--- src/rtl/psram_ctrl_pkg.sv ---
`timescale 1ns/1ps
package psram_ctrl_pkg;

  typedef enum logic [2:0] {
    SEQ_IDLE,
    SEQ_READ,
    SEQ_WRITE,
    SEQ_WCLOSE,
    SEQ_RECOVER
  } seq_state_e;

  function automatic int unsigned max3(input int unsigned a, input int unsigned b,
                                       input int unsigned c);
    int unsigned m;
    m = (a > b) ? a : b;
    return (m > c) ? m : c;
  endfunction

endpackage

--- src/rtl/psram_pwrup_timer.sv ---
`timescale 1ns/1ps
module psram_pwrup_timer #(
  parameter int unsigned HOLD_CYC = 30000
) (
  input  logic clk_i,
  input  logic rst_ni,
  output logic done_o
);
  localparam int unsigned CW = (HOLD_CYC > 1) ? $clog2(HOLD_CYC) : 1;

  logic [CW-1:0] cnt_q;

  generate
    if (HOLD_CYC < 1) begin : g_bad_hold
      $error("HOLD_CYC must be at least 1");
    end
  endgenerate

  always_ff @(posedge clk_i or negedge rst_ni) begin
    if (!rst_ni) begin
      cnt_q  <= '0;
      done_o <= 1'b0;
    end else if (!done_o) begin
      if (cnt_q == CW'(HOLD_CYC - 1)) done_o <= 1'b1;
      else                            cnt_q  <= cnt_q + 1'b1;
    end
  end

  // once the hold has expired it never re-arms before the next reset
  p_done_sticky_r1: assert property (@(posedge clk_i) disable iff (!rst_ni)
    done_o |=> done_o);

endmodule

--- src/rtl/psram_cycle_seq.sv ---
`timescale 1ns/1ps
module psram_cycle_seq
  import psram_ctrl_pkg::*;
#(
  parameter int unsigned ADDR_W     = 21,
  parameter int unsigned LANES      = 2,
  parameter int unsigned RD_CYC     = 4,
  parameter int unsigned WR_CYC     = 3,
  parameter int unsigned REC_CYC    = 2,
  parameter int unsigned WE_MAX_CYC = 6
) (
  input  logic                  clk_i,
  input  logic                  rst_ni,
  input  logic                  pwr_done_i,
  input  logic                  req_valid_i,
  output logic                  req_ready_o,
  input  logic                  req_write_i,
  input  logic [ADDR_W-1:0]     req_addr_i,
  input  logic [LANES*8-1:0]    req_wdata_i,
  input  logic [LANES-1:0]      req_be_i,
  output logic                  ce_n_o,
  output logic                  oe_n_o,
  output logic                  we_n_o,
  output logic [LANES-1:0]      lane_n_o,
  output logic [ADDR_W-1:0]     addr_o,
  output logic [LANES*8-1:0]    dq_o,
  output logic                  dq_oe_o,
  output logic                  sample_o
);
  localparam int unsigned DATA_W = LANES * 8;
  localparam int unsigned MAXC   = max3(RD_CYC, WR_CYC, REC_CYC);
  localparam int unsigned CW     = $clog2(MAXC + 1);

  generate
    if (RD_CYC < 1 || WR_CYC < 1 || REC_CYC < 1) begin : g_bad_cyc
      $error("cycle counts must be at least 1");
    end
    if (WR_CYC > WE_MAX_CYC) begin : g_bad_we
      $error("WR_CYC exceeds WE_MAX_CYC");
    end
  endgenerate

  seq_state_e          state_q;
  logic [CW-1:0]       cnt_q;
  logic                ce_n_q, oe_n_q, we_n_q, dq_oe_q;
  logic [LANES-1:0]    lane_n_q;
  logic [ADDR_W-1:0]   addr_q;
  logic [DATA_W-1:0]   dq_q;
  logic                take;
  logic                cnt_zero;

  assign req_ready_o = pwr_done_i && (state_q == SEQ_IDLE);
  assign take        = req_valid_i && req_ready_o;
  assign cnt_zero    = (cnt_q == '0);
  assign sample_o    = (state_q == SEQ_READ) && cnt_zero;

  always_ff @(posedge clk_i or negedge rst_ni) begin
    if (!rst_ni) begin
      state_q  <= SEQ_IDLE;
      cnt_q    <= '0;
      ce_n_q   <= 1'b1;
      oe_n_q   <= 1'b1;
      we_n_q   <= 1'b1;
      lane_n_q <= '1;
      addr_q   <= '0;
      dq_q     <= '0;
      dq_oe_q  <= 1'b0;
    end else begin
      case (state_q)
        SEQ_IDLE: begin
          if (take) begin
            addr_q   <= req_addr_i;
            lane_n_q <= ~req_be_i;
            ce_n_q   <= 1'b0;
            if (req_write_i) begin
              state_q <= SEQ_WRITE;
              we_n_q  <= 1'b0;
              dq_q    <= req_wdata_i;
              dq_oe_q <= 1'b1;
              cnt_q   <= CW'(WR_CYC - 1);
            end else begin
              state_q <= SEQ_READ;
              oe_n_q  <= 1'b0;
              cnt_q   <= CW'(RD_CYC - 1);
            end
          end
        end
        SEQ_READ: begin
          if (cnt_zero) begin
            ce_n_q   <= 1'b1;
            oe_n_q   <= 1'b1;
            lane_n_q <= '1;
            state_q  <= SEQ_RECOVER;
            cnt_q    <= CW'(REC_CYC - 1);
          end else begin
            cnt_q <= cnt_q - 1'b1;
          end
        end
        SEQ_WRITE: begin
          if (cnt_zero) begin
            we_n_q  <= 1'b1;
            state_q <= SEQ_WCLOSE;
          end else begin
            cnt_q <= cnt_q - 1'b1;
          end
        end
        SEQ_WCLOSE: begin
          ce_n_q   <= 1'b1;
          lane_n_q <= '1;
          dq_oe_q  <= 1'b0;
          state_q  <= SEQ_RECOVER;
          cnt_q    <= CW'(REC_CYC - 1);
        end
        SEQ_RECOVER: begin
          if (cnt_zero) state_q <= SEQ_IDLE;
          else          cnt_q   <= cnt_q - 1'b1;
        end
        default: state_q <= SEQ_IDLE;
      endcase
    end
  end

  assign ce_n_o   = ce_n_q;
  assign oe_n_o   = oe_n_q;
  assign we_n_o   = we_n_q;
  assign lane_n_o = lane_n_q;
  assign addr_o   = addr_q;
  assign dq_o     = dq_q;
  assign dq_oe_o  = dq_oe_q;

  // Checker counters for the pulse-width and gap windows
  logic [15:0] we_lo_q;
  logic [15:0] ce_hi_q;
  always_ff @(posedge clk_i or negedge rst_ni) begin
    if (!rst_ni) begin
      we_lo_q <= '0;
      ce_hi_q <= 16'hFFFF;
    end else begin
      we_lo_q <= we_n_q ? 16'd0 : ((we_lo_q == 16'hFFFF) ? we_lo_q : we_lo_q + 16'd1);
      ce_hi_q <= !ce_n_q ? 16'd0 : ((ce_hi_q == 16'hFFFF) ? ce_hi_q : ce_hi_q + 16'd1);
    end
  end

  // the write-enable low pulse never exceeds the maximum assert time
  p_we_max_r4: assert property (@(posedge clk_i) disable iff (!rst_ni)
    !we_n_q |-> (we_lo_q < 16'(WE_MAX_CYC)));

  // chip enable only rises after write enable was already high
  p_we_before_ce_r5: assert property (@(posedge clk_i) disable iff (!rst_ni)
    $rose(ce_n_q) |-> $past(we_n_q));

  // write data does not move while write enable is low
  p_wdata_hold_r5: assert property (@(posedge clk_i) disable iff (!rst_ni)
    (!we_n_q && $past(!we_n_q)) |-> ($stable(dq_q) && dq_oe_q));

  // every new cycle follows a long enough chip-enable high gap
  p_rec_gap_r7: assert property (@(posedge clk_i) disable iff (!rst_ni)
    $fell(ce_n_q) |-> (ce_hi_q >= 16'(REC_CYC)));

endmodule

--- src/rtl/psram_rd_capture.sv ---
`timescale 1ns/1ps
module psram_rd_capture #(
  parameter int unsigned LANES = 2
) (
  input  logic                 clk_i,
  input  logic                 rst_ni,
  input  logic                 sample_i,
  input  logic [LANES-1:0]     lane_n_i,
  input  logic [LANES*8-1:0]   dq_i,
  output logic [LANES*8-1:0]   rdata_o,
  output logic                 rvalid_o
);
  genvar l;
  generate
    for (l = 0; l < LANES; l++) begin : g_lane
      always_ff @(posedge clk_i or negedge rst_ni) begin
        if (!rst_ni)       rdata_o[l*8 +: 8] <= 8'h00;
        else if (sample_i) rdata_o[l*8 +: 8] <= lane_n_i[l] ? 8'h00 : dq_i[l*8 +: 8];
      end
    end
  endgenerate

  always_ff @(posedge clk_i or negedge rst_ni) begin
    if (!rst_ni) rvalid_o <= 1'b0;
    else         rvalid_o <= sample_i;
  end

  // the response strobe is a single-cycle pulse
  p_rvalid_pulse_r3: assert property (@(posedge clk_i) disable iff (!rst_ni)
    rvalid_o |=> !rvalid_o);

endmodule

--- src/rtl/psram_async_ctrl.sv ---
`timescale 1ns/1ps
module psram_async_ctrl #(
  parameter int unsigned ADDR_W     = 21,
  parameter int unsigned DATA_W     = 16,
  parameter int unsigned PWRUP_CYC  = 30000,
  parameter int unsigned RD_CYC     = 4,
  parameter int unsigned WR_CYC     = 3,
  parameter int unsigned REC_CYC    = 2,
  parameter int unsigned WE_MAX_CYC = 6
) (
  input  logic              clk_i,
  input  logic              rst_ni,
  input  logic              req_valid_i,
  output logic              req_ready_o,
  input  logic              req_write_i,
  input  logic [ADDR_W-1:0] req_addr_i,
  input  logic [DATA_W-1:0] req_wdata_i,
  input  logic [DATA_W/8-1:0] req_be_i,
  output logic              rsp_valid_o,
  output logic [DATA_W-1:0] rsp_rdata_o,
  output logic              mem_clk_o,
  output logic              mem_adv_n_o,
  output logic              mem_ce_n_o,
  output logic              mem_oe_n_o,
  output logic              mem_we_n_o,
  output logic              mem_lb_n_o,
  output logic              mem_ub_n_o,
  output logic [ADDR_W-1:0] mem_addr_o,
  output logic [DATA_W-1:0] mem_dq_o,
  output logic              mem_dq_oe_o,
  input  logic [DATA_W-1:0] mem_dq_i
);
  localparam int unsigned LANES = DATA_W / 8;

  generate
    if (LANES != 2) begin : g_bad_width
      $error("two byte-lane strobes require DATA_W of 16");
    end
  endgenerate

  logic             pwr_done;
  logic             sample;
  logic [LANES-1:0] lane_n;

  psram_pwrup_timer #(.HOLD_CYC(PWRUP_CYC)) u_pwrup (
    .clk_i  (clk_i),
    .rst_ni (rst_ni),
    .done_o (pwr_done)
  );

  psram_cycle_seq #(
    .ADDR_W(ADDR_W), .LANES(LANES), .RD_CYC(RD_CYC), .WR_CYC(WR_CYC),
    .REC_CYC(REC_CYC), .WE_MAX_CYC(WE_MAX_CYC)
  ) u_seq (
    .clk_i       (clk_i),
    .rst_ni      (rst_ni),
    .pwr_done_i  (pwr_done),
    .req_valid_i (req_valid_i),
    .req_ready_o (req_ready_o),
    .req_write_i (req_write_i),
    .req_addr_i  (req_addr_i),
    .req_wdata_i (req_wdata_i),
    .req_be_i    (req_be_i),
    .ce_n_o      (mem_ce_n_o),
    .oe_n_o      (mem_oe_n_o),
    .we_n_o      (mem_we_n_o),
    .lane_n_o    (lane_n),
    .addr_o      (mem_addr_o),
    .dq_o        (mem_dq_o),
    .dq_oe_o     (mem_dq_oe_o),
    .sample_o    (sample)
  );

  psram_rd_capture #(.LANES(LANES)) u_cap (
    .clk_i    (clk_i),
    .rst_ni   (rst_ni),
    .sample_i (sample),
    .lane_n_i (lane_n),
    .dq_i     (mem_dq_i),
    .rdata_o  (rsp_rdata_o),
    .rvalid_o (rsp_valid_o)
  );

  assign mem_lb_n_o  = lane_n[0];
  assign mem_ub_n_o  = lane_n[1];
  assign mem_clk_o   = 1'b0;
  assign mem_adv_n_o = 1'b0;

  // no chip enable while the power-up hold is running
  p_ce_pwrup_r1: assert property (@(posedge clk_i) disable iff (!rst_ni)
    !pwr_done |-> mem_ce_n_o);

  // no acceptance possible while a memory cycle is open
  p_ready_busy_r2: assert property (@(posedge clk_i) disable iff (!rst_ni)
    !mem_ce_n_o |-> !req_ready_o);

  // output enable and write enable are never low together
  p_oe_we_excl_r4: assert property (@(posedge clk_i) disable iff (!rst_ni)
    !(!mem_oe_n_o && !mem_we_n_o));

  // data bus released now and in the previous cycle whenever the memory drives
  p_dq_turn_r6: assert property (@(posedge clk_i) disable iff (!rst_ni)
    !mem_oe_n_o |-> (!mem_dq_oe_o && !$past(mem_dq_oe_o)));

endmodule

--- config.mk ---
export PLATFORM = sky130hd
export DESIGN_NAME = psram_async_ctrl
export DESIGN_NICKNAME = d
export VERILOG_FILES = /design/src/rtl/psram_ctrl_pkg.sv /design/src/rtl/psram_pwrup_timer.sv /design/src/rtl/psram_cycle_seq.sv /design/src/rtl/psram_rd_capture.sv /design/src/rtl/psram_async_ctrl.sv
export SDC_FILE = /design/constraint.sdc
export NUM_CORES = 1
export LEC_CHECK = 0
export ABC_AREA = 1
export BUFFER_PORTS_ARGS = -buffer_cell sky130_fd_sc_hd__buf_2
export CORE_MARGIN = 4
export CORE_UTILIZATION = 45
export DETAILED_ROUTE_END_ITERATION = 6
export PLACE_DENSITY = 0.81
export SLEW_MARGIN = 20
export SYNTH_ARGS = -nofsm -noshare
export SYNTH_HDL_FRONTEND = slang
export SYNTH_HIERARCHICAL = 1
export SYNTH_SLANG_ARGS = --single-unit
--- constraint.sdc ---
create_clock -name clk_i -period 1.91 [get_ports clk_i]
set_input_delay 0.382 -clock clk_i [delete_from_list [all_inputs] [get_ports clk_i]]
set_output_delay 0.382 -clock clk_i [all_outputs]
set_load 0.005 [all_outputs]
Word-level counts from Yosys, hierarchy flattened. Index checks and enable logic that the tools add are counted.

Register bits: 82. Bits of input ports: 59. Output and inout port bits: 63. Logic and storage cells: 81.

$add $sub $neg: 2. Equal/unequal tests: 12. Mux-type cells: 30. Bitwise operators: 3. Reductions and logical operators: 20.

Operators by type and width (number): $mux W3 (7); $mux W8 (2); $add A15 B1 Y15 const B (1); $eq A15 B15 Y1 const B (1); $pmux W3 S5 (1); $pmux W3 S4 (1); $reduce_and A3 Y1 (4); $reduce_and A4 Y1 (3); $mux W1 (11); $ne A2 B1 Y1 const B (4); $eq A3 B2 Y1 const B (2); $logic_not A3 Y1 (2); $mux W2 (3); $ne A2 B2 Y1 const B (3); $pmux W1 S2 (3); $pmux W2 S3 (1); $reduce_bool A2 Y1 (3); $reduce_and A2 Y1 (2); $reduce_bool A4 Y1 (1); $eq A3 B1 Y1 const B (1); $eq A3 B3 Y1 const B (1); $logic_and A1 B1 Y1 (3); $pmux W1 S3 (1); $reduce_bool A3 Y1 (1); other kinds (4) (5).

Logic depth before layout (Yosys ltp). Gate-level depths: netlist of run 1.

Word-level depth: 5. Gate-level depth with buffers: 10. Depth with buffers taken out: 10.

Modules after synthesis. The synthesis of run 1 kept the hierarchy.

Modules (own cells, without submodules): psram_cycle_seq (times used 1, cells an instance 261, area each 2145.8 sq um, sequential area each 1232.4 sq um); psram_pwrup_timer (times used 1, cells an instance 127, area each 964.7 sq um, sequential area each 400.4 sq um); psram_rd_capture (times used 1, cells an instance 71, area each 706.9 sq um, sequential area each 425.4 sq um); psram_async_ctrl (times used 1, cells an instance 3, area each 18.8 sq um, sequential area each 0.0 sq um).

Worst setup path before layout of run 1. OpenSTA, ideal clock, no wires.

Path kind: reg-to-reg. Start point: reg u_seq.cnt_q[0]. End point: reg u_cap.rdata_o[13]. Setup time: 0.117 ns. Data arrival time: 1.320 ns. Required time: 1.793 ns. Slack: 0.473 ns. Stages on the path, launching flop included: 10. Path buffers: 2. Cells stage by stage: dfrtp_1 -> inv_1 -> ha_1 -> nand2_1 -> nor2_1 -> buf_6 -> inv_8 -> buf_8 -> nand2_2 -> nand2_1.

Word-level cells in the longest chain between the ends: 2.

RTL lines: from (decl) (line psram_cycle_seq.sv:44) `logic [CW-1:0] cnt_q;`; from (signal assigned) (line psram_cycle_seq.sv:80) `cnt_q <= CW'(WR_CYC - 1);`; from (signal assigned) (line psram_cycle_seq.sv:84) `cnt_q <= CW'(RD_CYC - 1);`; from (signal assigned) (line psram_cycle_seq.sv:94) `cnt_q <= CW'(REC_CYC - 1);`; $logic_not A3 Y1 (line psram_cycle_seq.sv:54) `assign cnt_zero = (cnt_q == '0);`; $logic_and A1 B1 Y1 (line psram_cycle_seq.sv:55) `assign sample_o = (state_q == SEQ_READ) && cnt_zero;`; via sample (line psram_async_ctrl.sv:42) `logic sample;`; to (signal, indexed assignment) (line psram_rd_capture.sv:18) `else if (sample_i) rdata_o[l*8 +: 8] <= lane_n_i[l] ? 8'h00 : dq_i[l*8 +: 8];`; to (decl) (line psram_rd_capture.sv:10) `output logic [LANES*8-1:0] rdata_o,`.

The timed path passes the listed nets, and every way through them passes these cells. A chain may end at the register's enable or synchronous reset.

Worst setup path after layout of run 1.
Start point: reg u_seq.state_q[2]. End point: out req_ready_o.

Word-level cells in the longest chain between the ends: 2.

RTL lines: from (decl) (line psram_cycle_seq.sv:43) `seq_state_e state_q;`; from (signal assigned) (line psram_cycle_seq.sv:59) `state_q <= SEQ_IDLE;`; from (signal assigned) (line psram_cycle_seq.sv:76) `state_q <= SEQ_WRITE;`; from (signal assigned) (line psram_cycle_seq.sv:82) `state_q <= SEQ_READ;`; $logic_not A3 Y1 (line psram_cycle_seq.sv:52) `assign req_ready_o = pwr_done_i && (state_q == SEQ_IDLE);`; $logic_and A1 B1 Y1 (line psram_cycle_seq.sv:52); to (decl) (line psram_async_ctrl.sv:14) `output logic req_ready_o,`.

Every way passes these cells.

==> results of run 1 <==
[sequential cells by signal (all words and copies together), names as in the netlist]
signal          cells
u_seq/oe_n_o        1
u_seq/dq_o         16
u_seq/dq_oe_o       1
u_pwrup/done_o      1
u_cap/rvalid_o      1
u_seq/cnt_q         3
u_seq/state_q       3
u_cap/rdata_o      16
u_seq/addr_o       21
u_pwrup/cnt_q      15
u_seq/we_n_o        1
u_seq/lane_n_o      2
u_seq/ce_n_o        1
[cell families after synthesis]
family                   synth area share (%)
XOR/XNOR                                1.598
AND/OR/NAND/NOR                         34.25
buffers and inverters                   7.436
adder cells (fa/ha/maj)                0.9786
flip-flops                              53.65
AO/OA/AOI/OAI                           1.989
other                                 0.09775
[metrics by stage]
stage / util [%] / instance area [µm²]
after detailed placement: 54.65 / 4513
after CTS: 57.29 / 4731
final: 57.29 / 4731
after floorplan: - / 3840
after global routing: 57.29 / 4731
after global placement: 54.65 / 4513
[worst register-to-register path: stages, from the launching register on]
cell and delay [ps]:
sky130_fd_sc_hd__dfrtp_1 470, sky130_fd_sc_hd__nor2_4 200, sky130_fd_sc_hd__nand2_4 90, sky130_fd_sc_hd__nor2_4 120, sky130_fd_sc_hd__nand2_4 180, sky130_fd_sc_hd__nor2_8 280, sky130_fd_sc_hd__inv_4 130, sky130_fd_sc_hd__nand2_1 90
sky130_fd_sc_hd__nand2_1 50
[power by group through the flow]
stage               Combinational [µW]  Clock (µW)  Sequential [µW]
finish                             149        1310             1760
global route                       170        1410             1770
CTS                                153        1350             1760
detailed placement                 150           0             1800
global placement                   148           0             1800
floorplan                         25.6           0             1800
[routing by layer]
metal | global-route usage (%) | vias to the layer above | part of all wire (%)
met5 | 0 | - | 0
li1 | - | 1660 | -
met2 | 28.34 | 95 | 48
met4 | 6.114 | 0 | 0.81
met3 | 4.239 | 7 | 7.6
met1 | 22.84 | 1525 | 44
[layout make-up]
| type | instances | area (µm²) | area share, % |
|---|---|---|---|
| clock inverters | 6 | 70.07 | 1.481 |
| clock buffers | 10 | 137.6 | 2.909 |
| multi-input cells | 324 | 1496 | 31.63 |
| inverters | 45 | 178.9 | 3.782 |
| repair buffers | 125 | 658.1 | 13.91 |
| well taps | 105 | 131.4 | 2.777 |
| flip-flops and latches | 82 | 2058 | 43.51 |
[Yosys cell counts, drive strengths merged (4+ instances only)]
cell	number
buf	9
o21ai	6
inv	45
nor2	30
nand2	223
xor2	4
nand4	6
dfrtp	77
nand3	38
dfstp	5
a21oi	4
[repair_timing]
action                                 CTS  global route
hold buffers                             1             0
endpoints found under the hold margin   27             0
setup buffers                            0             0
[how the worst min path moves through the flow]
stage	end	start	depth (start not counted)	slack (ps)
detailed placement	u_seq/dq_o[15]	rst_ni	1	350
finish	u_seq/addr_o[14]	req_addr_i[14]	3	210
floorplan	u_cap/rdata_o[0]	rst_ni	0	90
global route	u_seq/addr_o[0]	req_addr_i[0]	3	200
CTS	u_seq/addr_o[0]	req_addr_i[0]	3	190
global placement	u_seq/dq_o[15]	rst_ni	1	350
==> impl_metrics.sql, run 1 <==
INSERT INTO impl_metrics (metric_group, metric, value, unit) VALUES
('outcome', 'run_status', 'completed', ''),
('global_route', 'first_global_vias', '3241', ''),
('critical_path', 'critPathArrivalTime', '1370', 'ps'),
('routing', 'drc', '0', ''),
('critical_path', 'timing.critical_path.depth', '4', ''),
('clocking', 'cts_repair_resize_count', '0', ''),
('timing', 'layout_worst_path_cycle_share', '91.75', '%'),
('placed_design', 'placed_cells', '680', ''),
('critical_path', 'slowest_delay', '470', 'ps'),
('critical_path', 'path_buf_inv', '1', ''),
('pwr', 'peakVddDrop', '0.0004170', 'V'),
('clocking', 'cts-root-to-sink-buffers', '2', ''),
('layout', 'areaGrowthSynthToFinish', '23.32', '%'),
('pwr', 'total_leakage_power', '0.002779', 'µW'),
('critical_path', 'crit_path_max_fanout', '6', ''),
('clocking', 'clock-root-buffer', 'sky130_fd_sc_hd__clkbuf_8', ''),
('clocking', 'cts_tree', 'built', ''),
('critical_path', 'critical_path.top_delay_family', 'flip-flops', ''),
('timing', 'hold_viol_final', '0', ''),
('critical_path', 'startpoint_of_the_most_critical_setup_path', 'u_seq/state_q[2]', ''),
('die', 'die_h', '100.3', 'µm'),
('die', 'io_pins', '122', ''),
('die', 'num_rows', '33', ''),
('timing', 'setup_viol', '0', ''),
('critical_path', 'crit_required', '1530', 'ps'),
('timing', 'holdWs', '214.5', 'ps'),
('critical_path', 'worst_setup_path_start_kind', 'flip-flop', ''),
('routing', 'via_count', '3287', ''),
('pwr', 'power.share.switching', '23.04', '%'),
('synth', 'dominantRegCellSynth', 'sky130_fd_sc_hd__dfrtp_1', ''),
('routing', 'detail-route-antenna-nets', '0', ''),
('routing', 'totalWireLength', '8.436', 'mm'),
('synth', 'post-synth-top-area-fraction', '50.23', '%'),
('timing', 'final_critical_path_setup_slack', '157.5', 'ps'),
('run', 'cap_violations', '0', ''),
('synth', 'synth_area_leader_cell', 'sky130_fd_sc_hd__dfrtp_1', ''),
('die', 'die_x', '100.3', 'µm'),
('clocking', 'clkSinkCount', '82', ''),
('synth', 'synth_seq_area_share', '53.65', '%'),
('clocking', 'cts_made_buffers', '9', ''),
('global_route', 'globalRouteTotalUtil', '17.45', '%'),
('placed_design', 'dp_hpwl', '6.460', 'mm'),
('pwr', 'p_per_area', '680.6', 'mW/mm²'),
('critical_path', 'crit-reg2reg-capture', 'u_seq/dq_o[7]', ''),
('synth', 'asyncSetResetFlopFracSynth', '100.0', '%'),
('timing', 'final_max_slew_viol_count', '0', ''),
('critical_path', 'reg2reg_setup_slack', '210', 'ps'),
('timing', 'rsz0062_at_grt', 'false', ''),
('layout', 'layout.cells.most_common', 'sky130_fd_sc_hd__nand2_1', ''),
('placed_design', 'place_worst_setup_slack', '207.6', 'ps'),
('timing', 'final.setup_skew', '12.69', 'ps'),
('pwr', 'total_power', '3220', 'µW'),
('layout', 'post_route_cells_drive_above_1_share', '30.41', '%'),
('clocking', 'cts_htree_levels', '3', ''),
('die', 'effective_utilization_at_floorplan', '46.45', '%'),
('synth', 'synth.yosys.warnings', '6', ''),
('pwr', 'clock_power_share', '40.6', '%'),
('critical_path', 'path_class', 'flip-flop to output port', ''),
('critical_path', 'worst-r2r-cell-count', '8', ''),
('synth', 'post_synth_inst_count', '462', ''),
('synth', 'ys_types', '31', ''),
('critical_path', 'critical-path-slowest-cell', 'sky130_fd_sc_hd__dfrtp_1', ''),
('critical_path', 'rr_startpoint', 'u_seq/state_q[2]', ''),
('pwr', 'netSwitchingPower', '741.9', 'µW'),
('hold_path', 'min-delay-path-class', 'input pin to flip-flop', ''),
('die', 'fp.dieArea', '0.01007', 'mm²'),
('timing', 'period_needed', '1752', 'ps'),
('critical_path', 'dominant_cell_type_by_count_on_the_critical_path', 'sky130_fd_sc_hd__nor2_4', ''),
('die', 'core_region_area', '0.008258', 'mm²'),
('critical_path', 'worstSetupEndpointType', 'output port', ''),
('routing', 'dr.first_iter.drc_count', '121', '');
No activity file was read; power rests on OpenSTA's default activity.
==> inputs of run 2 (changes only) <==
- ABC_AREA: 1 -> unset
==> run 2 against run 1 <==
Clock power up 17%; critical path depth unchanged; critical endpoint unchanged; combinational power down 31%; via count down 17%; final area down 0.69%; critical path type unchanged.
==> impl_metrics.sql, run 2 <==
INSERT INTO impl_metrics (metric_group, metric, value, unit) VALUES
('synth', 'main_combinational_cell_family_by_area_after_synthesis', 'multiplexers', ''),
('synth', 'simple_gate_portion_of_the_synthesized_area', '13.58', '%'),
('global_route', 'first_global_vias', '2663', ''),
('critical_path', 'worst_setup_path_start_kind', 'flip-flop', ''),
('die', 'core_region_area', '0.007848', 'mm²'),
('clocking', 'cts-root-to-sink-buffers', '2', ''),
('synth', 'post_synth_inst_count', '296', ''),
('routing', 'drc', '0', ''),
('layout', 'layout.cells.most_common', 'sky130_fd_sc_hd__buf_2', ''),
('critical_path', 'critical_path.top_delay_family', 'flip-flops', ''),
('die', 'num_rows', '32', ''),
('synth', 'synth_compound_area_share', '8.240', '%'),
('routing', 'vias_per_cell', '5.172', ''),
('synth', 'synth_area_leader_cell', 'sky130_fd_sc_hd__dfrtp_1', ''),
('synth', 'synth.ff_latch_count', '82', ''),
('hold_path', 'min-delay-start', 'req_addr_i[17]', ''),
('die', 'effective_utilization_at_floorplan', '47.21', '%'),
('clocking', 'clock-root-buffer', 'sky130_fd_sc_hd__clkbuf_8', ''),
('timing', 'layout_worst_path_cycle_share', '92.78', '%'),
('routing', 'totalWireLength', '7.700', 'mm'),
('placed_design', 'place_worst_setup_slack', '-5.080', 'ps'),
('placed_design', 'dp_hpwl', '5.592', 'mm'),
('synth', 'asyncSetResetFlopFracSynth', '100.0', '%'),
('synth', 'ys_top_cells_by_count', '77 x sky130_fd_sc_hd__dfrtp_1, 32 x sky130_fd_sc_hd__mux2_2, 21 x sky130_fd_sc_hd__inv_1, 20 x sky130_fd_sc_hd__o21ai_0, 18 x sky130_fd_sc_hd__nand3b_1', ''),
('hold_path', 'min-delay-path-class', 'input pin to flip-flop', ''),
('placed_design', 'placed_cells', '512', ''),
('synth', 'number_of_enable_type_register_cells_in_the_synthesized_netlist', '0', ''),
('routing', 'via_count', '2736', ''),
('synth', 'dominantRegCellSynth', 'sky130_fd_sc_hd__dfrtp_1', ''),
('global_route', 'grt_pass1_wl', '12.74', 'mm'),
('synth', 'post-synth-top-area-fraction', '52.01', '%'),
('die', 'io_pins', '122', ''),
('pwr', 'total_power', '3365', 'µW'),
('synth', 'syn-cell-area', '0.003705', 'mm²'),
('timing', 'holdWs', '255.5', 'ps'),
('layout', 'antenna_diodes', '0', ''),
('synth', 'ys_types', '53', ''),
('clocking', 'post-cts-setup-buffers', '0', ''),
('critical_path', 'crit_path_max_fanout', '16', ''),
('clocking', 'clkTransAtPathRegs', '90', 'ps'),
('critical_path', 'path_buf_inv', '2', ''),
('pwr', 'p_per_area', '716.3', 'mW/mm²'),
('critical_path', 'critPathArrivalTime', '1390', 'ps'),
('critical_path', 'startpoint_of_the_most_critical_setup_path', 'u_seq/state_q[2]', ''),
('critical_path', 'worst-r2r-cell-count', '6', ''),
('clocking', 'worstSkewPairLatency', '350', 'ps'),
('global_route', 'grt_overflow', '0', ''),
('global_route', 'grt_max_degree', '44', ''),
('timing', 'slew_headroom', '64.69', '%'),
('routing', 'detail_route.wl_per_cell', '14.56', 'µm'),
('critical_path', 'rr_startpoint', 'u_seq/cnt_q[0]', ''),
('critical_path', 'slowest_delay', '390', 'ps'),
('global_route', 'antenna_violations_before_repair', '0', ''),
('layout', 'post_route_cells_drive_above_1_share', '47.07', '%'),
('clocking', 'cts_tree', 'built', ''),
('timing', 'hold_viol_final', '0', ''),
('clocking', 'cts_htree_levels', '3', ''),
('clocking', 'clkSinkCount', '82', ''),
('layout', 'finish.cell_count_without_fillers', '529', ''),
('pwr', 'total_leakage_power', '0.002513', 'µW'),
('timing', 'setup_viol', '0', ''),
('synth', 'synth.most_common_cell', 'sky130_fd_sc_hd__dfrtp_1', ''),
('critical_path', 'reg2reg_setup_slack', '140', 'ps'),
('placed_design', 'gp_congestion', '0.9179', ''),
('synth', 'netlist_top_cells_area', 'sky130_fd_sc_hd__dfrtp_1 52%, sky130_fd_sc_hd__mux2_2 9.7%, sky130_fd_sc_hd__mux2_4 3.6%, sky130_fd_sc_hd__nand3b_1 3.6%, sky130_fd_sc_hd__dfstp_2 3.5%', ''),
('layout', 'areaGrowthSynthToFinish', '26.82', '%'),
('critical_path', 'path_class', 'flip-flop to output port', ''),
('clocking', 'cts_made_buffers', '9', ''),
('die', 'die_h', '98.74', 'µm'),
('synth', 'muxShareOfSynthArea', '13.64', '%'),
('timing', 'period_needed', '1772', 'ps'),
('hold_path', 'min_delay_path_depth', '2', ''),
('synth', 'synth.yosys.warnings', '6', ''),
('run', 'cap_violations', '0', ''),
('synth', 'post_synth_fa_ha_maj_area_fraction', '1.013', '%'),
('timing', 'final_critical_path_setup_slack', '137.9', 'ps'),
('synth', 'synth.avg_cell_area', '12.52', 'µm²'),
('die', 'fp.dieArea', '0.009749', 'mm²'),
('critical_path', 'worstSetupEndpointType', 'output port', ''),
('synth', 'synthXorXnorAreaFrac', '2.600', '%'),
('die', 'die_x', '98.74', 'µm'),
('layout', 'nFillCells', '632', ''),
('critical_path', 'critical-path-slowest-cell', 'sky130_fd_sc_hd__dfrtp_1', ''),
('layout', 'design.final.nets', '484', ''),
('placed_design', 'portBuffers', '119', ''),
('routing', 'dr.first_iter.drc_count', '108', ''),
('critical_path', 'crit-reg2reg-capture', 'u_seq/cnt_q[1]', ''),
('routing', 'dr.pass1.iters', '4', ''),
('hold_path', 'worst_case_hold_path_end_point', 'u_seq/addr_o[17]', ''),
('timing', 'measured_slew_at_the_worst_slew_check_pin', '524.1', 'ps'),
('global_route', 'globalRouteTotalUtil', '15.96', '%'),
('layout', 'largest_reg_flops', '21', ''),
('timing', 'fmax', '0.5643', 'GHz'),
('pwr', 'peakVddDrop', '0.0004810', 'V'),
('outcome', 'run_status', 'completed', ''),
('timing', 'final_max_slew_viol_count', '0', ''),
('routing', 'detail-route-antenna-nets', '0', ''),
('layout', 'most-common-layout-cells', '118 x sky130_fd_sc_hd__buf_2, 77 x sky130_fd_sc_hd__dfrtp_1, 32 x sky130_fd_sc_hd__mux2_2', ''),
('synth', 'synth_seq_area_share', '55.56', '%'),
('critical_path', 'crit_path_cell_trace', 'buf_4, nor3_2, and2_1, buf_2', ''),
('critical_path', 'crit_required', '1530', 'ps'),
('timing', 'final.setup_skew', '10.93', 'ps');
## run 2: changes by cell type in the layout (fill, tap and decap cells not counted), sizes merged, moves of 4 or more
cell	change
o21ai	+14
inv	-24
a21oi	+5
nand2	-213
nor2	-22
nor3	+4
xor2	+5
nor4	+4
nand3	-35
mux2	+41
nor2b	+4
nand3b	+18
buf	+4
## run 2: worst reg2reg max path, delay by kind of cell, from the launching register on
| family | cells | cell delay (ps) |
|---|---|---|
| AOI/OAI and AO/OA | 1 | 220 |
| adders and majority gates | 1 | 230 |
| buffers and inverters | 1 | 70 |
| DFF | 1 | 350 |
| muxes | 1 | 350 |
| and+or+nand+nor | 2 | 440 |
## run 2: timing repair
action                                 4_1_cts  5_1_grt
endpoints found under the hold margin       18        0
gates resized for setup                      1        3
hold buffers                                 1        0
setup endpoints to repair                    2        3
## run 2: final cells by class
| cell class | count | area (µm²) | area share, % |
|---|---|---|---|
| tap | 102 | 127.6 | 2.716 |
| sequential | 82 | 2058 | 43.81 |
| clock buffer | 9 | 123.9 | 2.636 |
| multi-input combinational | 179 | 1473 | 31.34 |
| timing repair buffer | 129 | 713.2 | 15.18 |
| clock inverter | 7 | 123.9 | 2.636 |
| inverter | 21 | 78.83 | 1.678 |
## run 2: cell families (layout without fill, tap and decap cells)
kind of cell | count (synthesis) | in the layout
flops | 82 | 82
simple gates | 74 | 74
compound gates | 47 | 47
mux | 42 | 42
buf+inv | 36 | 166
xor+xnor | 11 | 11
fa+ha+maj | 3 | 3
other cells | 1 | 2
## run 2: per-stage QoR
step	instance area, µm²	setup TNS (ps)	utilization (%)
after floorplan	3709	0	-
after global placement	4423	0	56.36
after detailed placement	4423	-5.080	56.36
after CTS	4683	0	59.68
after global routing	4698	-3.042	59.87
final	4698	0	59.87
## run 2: worst max path at each step
stage / slack, ps / to / cells past startpoint
6_report: 140 / req_ready_o / 4
3_3_place_gp: 100 / u_seq/lane_n_o[1] / 6
5_1_grt: -3 / u_cap/rdata_o[15] / 8
4_1_cts: 80 / req_ready_o / 4
3_5_place_dp: -5 / u_seq/lane_n_o[1] / 6
2_1_floorplan: 150 / u_seq/lane_n_o[0] / 6
## run 2: per-layer routing
metal / vias up / GRT usage (%) / wire, µm
met4: 0 / 5.987 / 138
met5: - / 0 / 0
met1: 1326 / 21.09 / 3345
li1: 1296 / - / -
met3: 12 / 4.459 / 656
met2: 102 / 25.17 / 3560
## run 2: power breakdown
group,total (µW),internal (µW),switching [µW]
logic,103,50.5,52.6
registers,1730,1730,0
clock network,1530,882,645
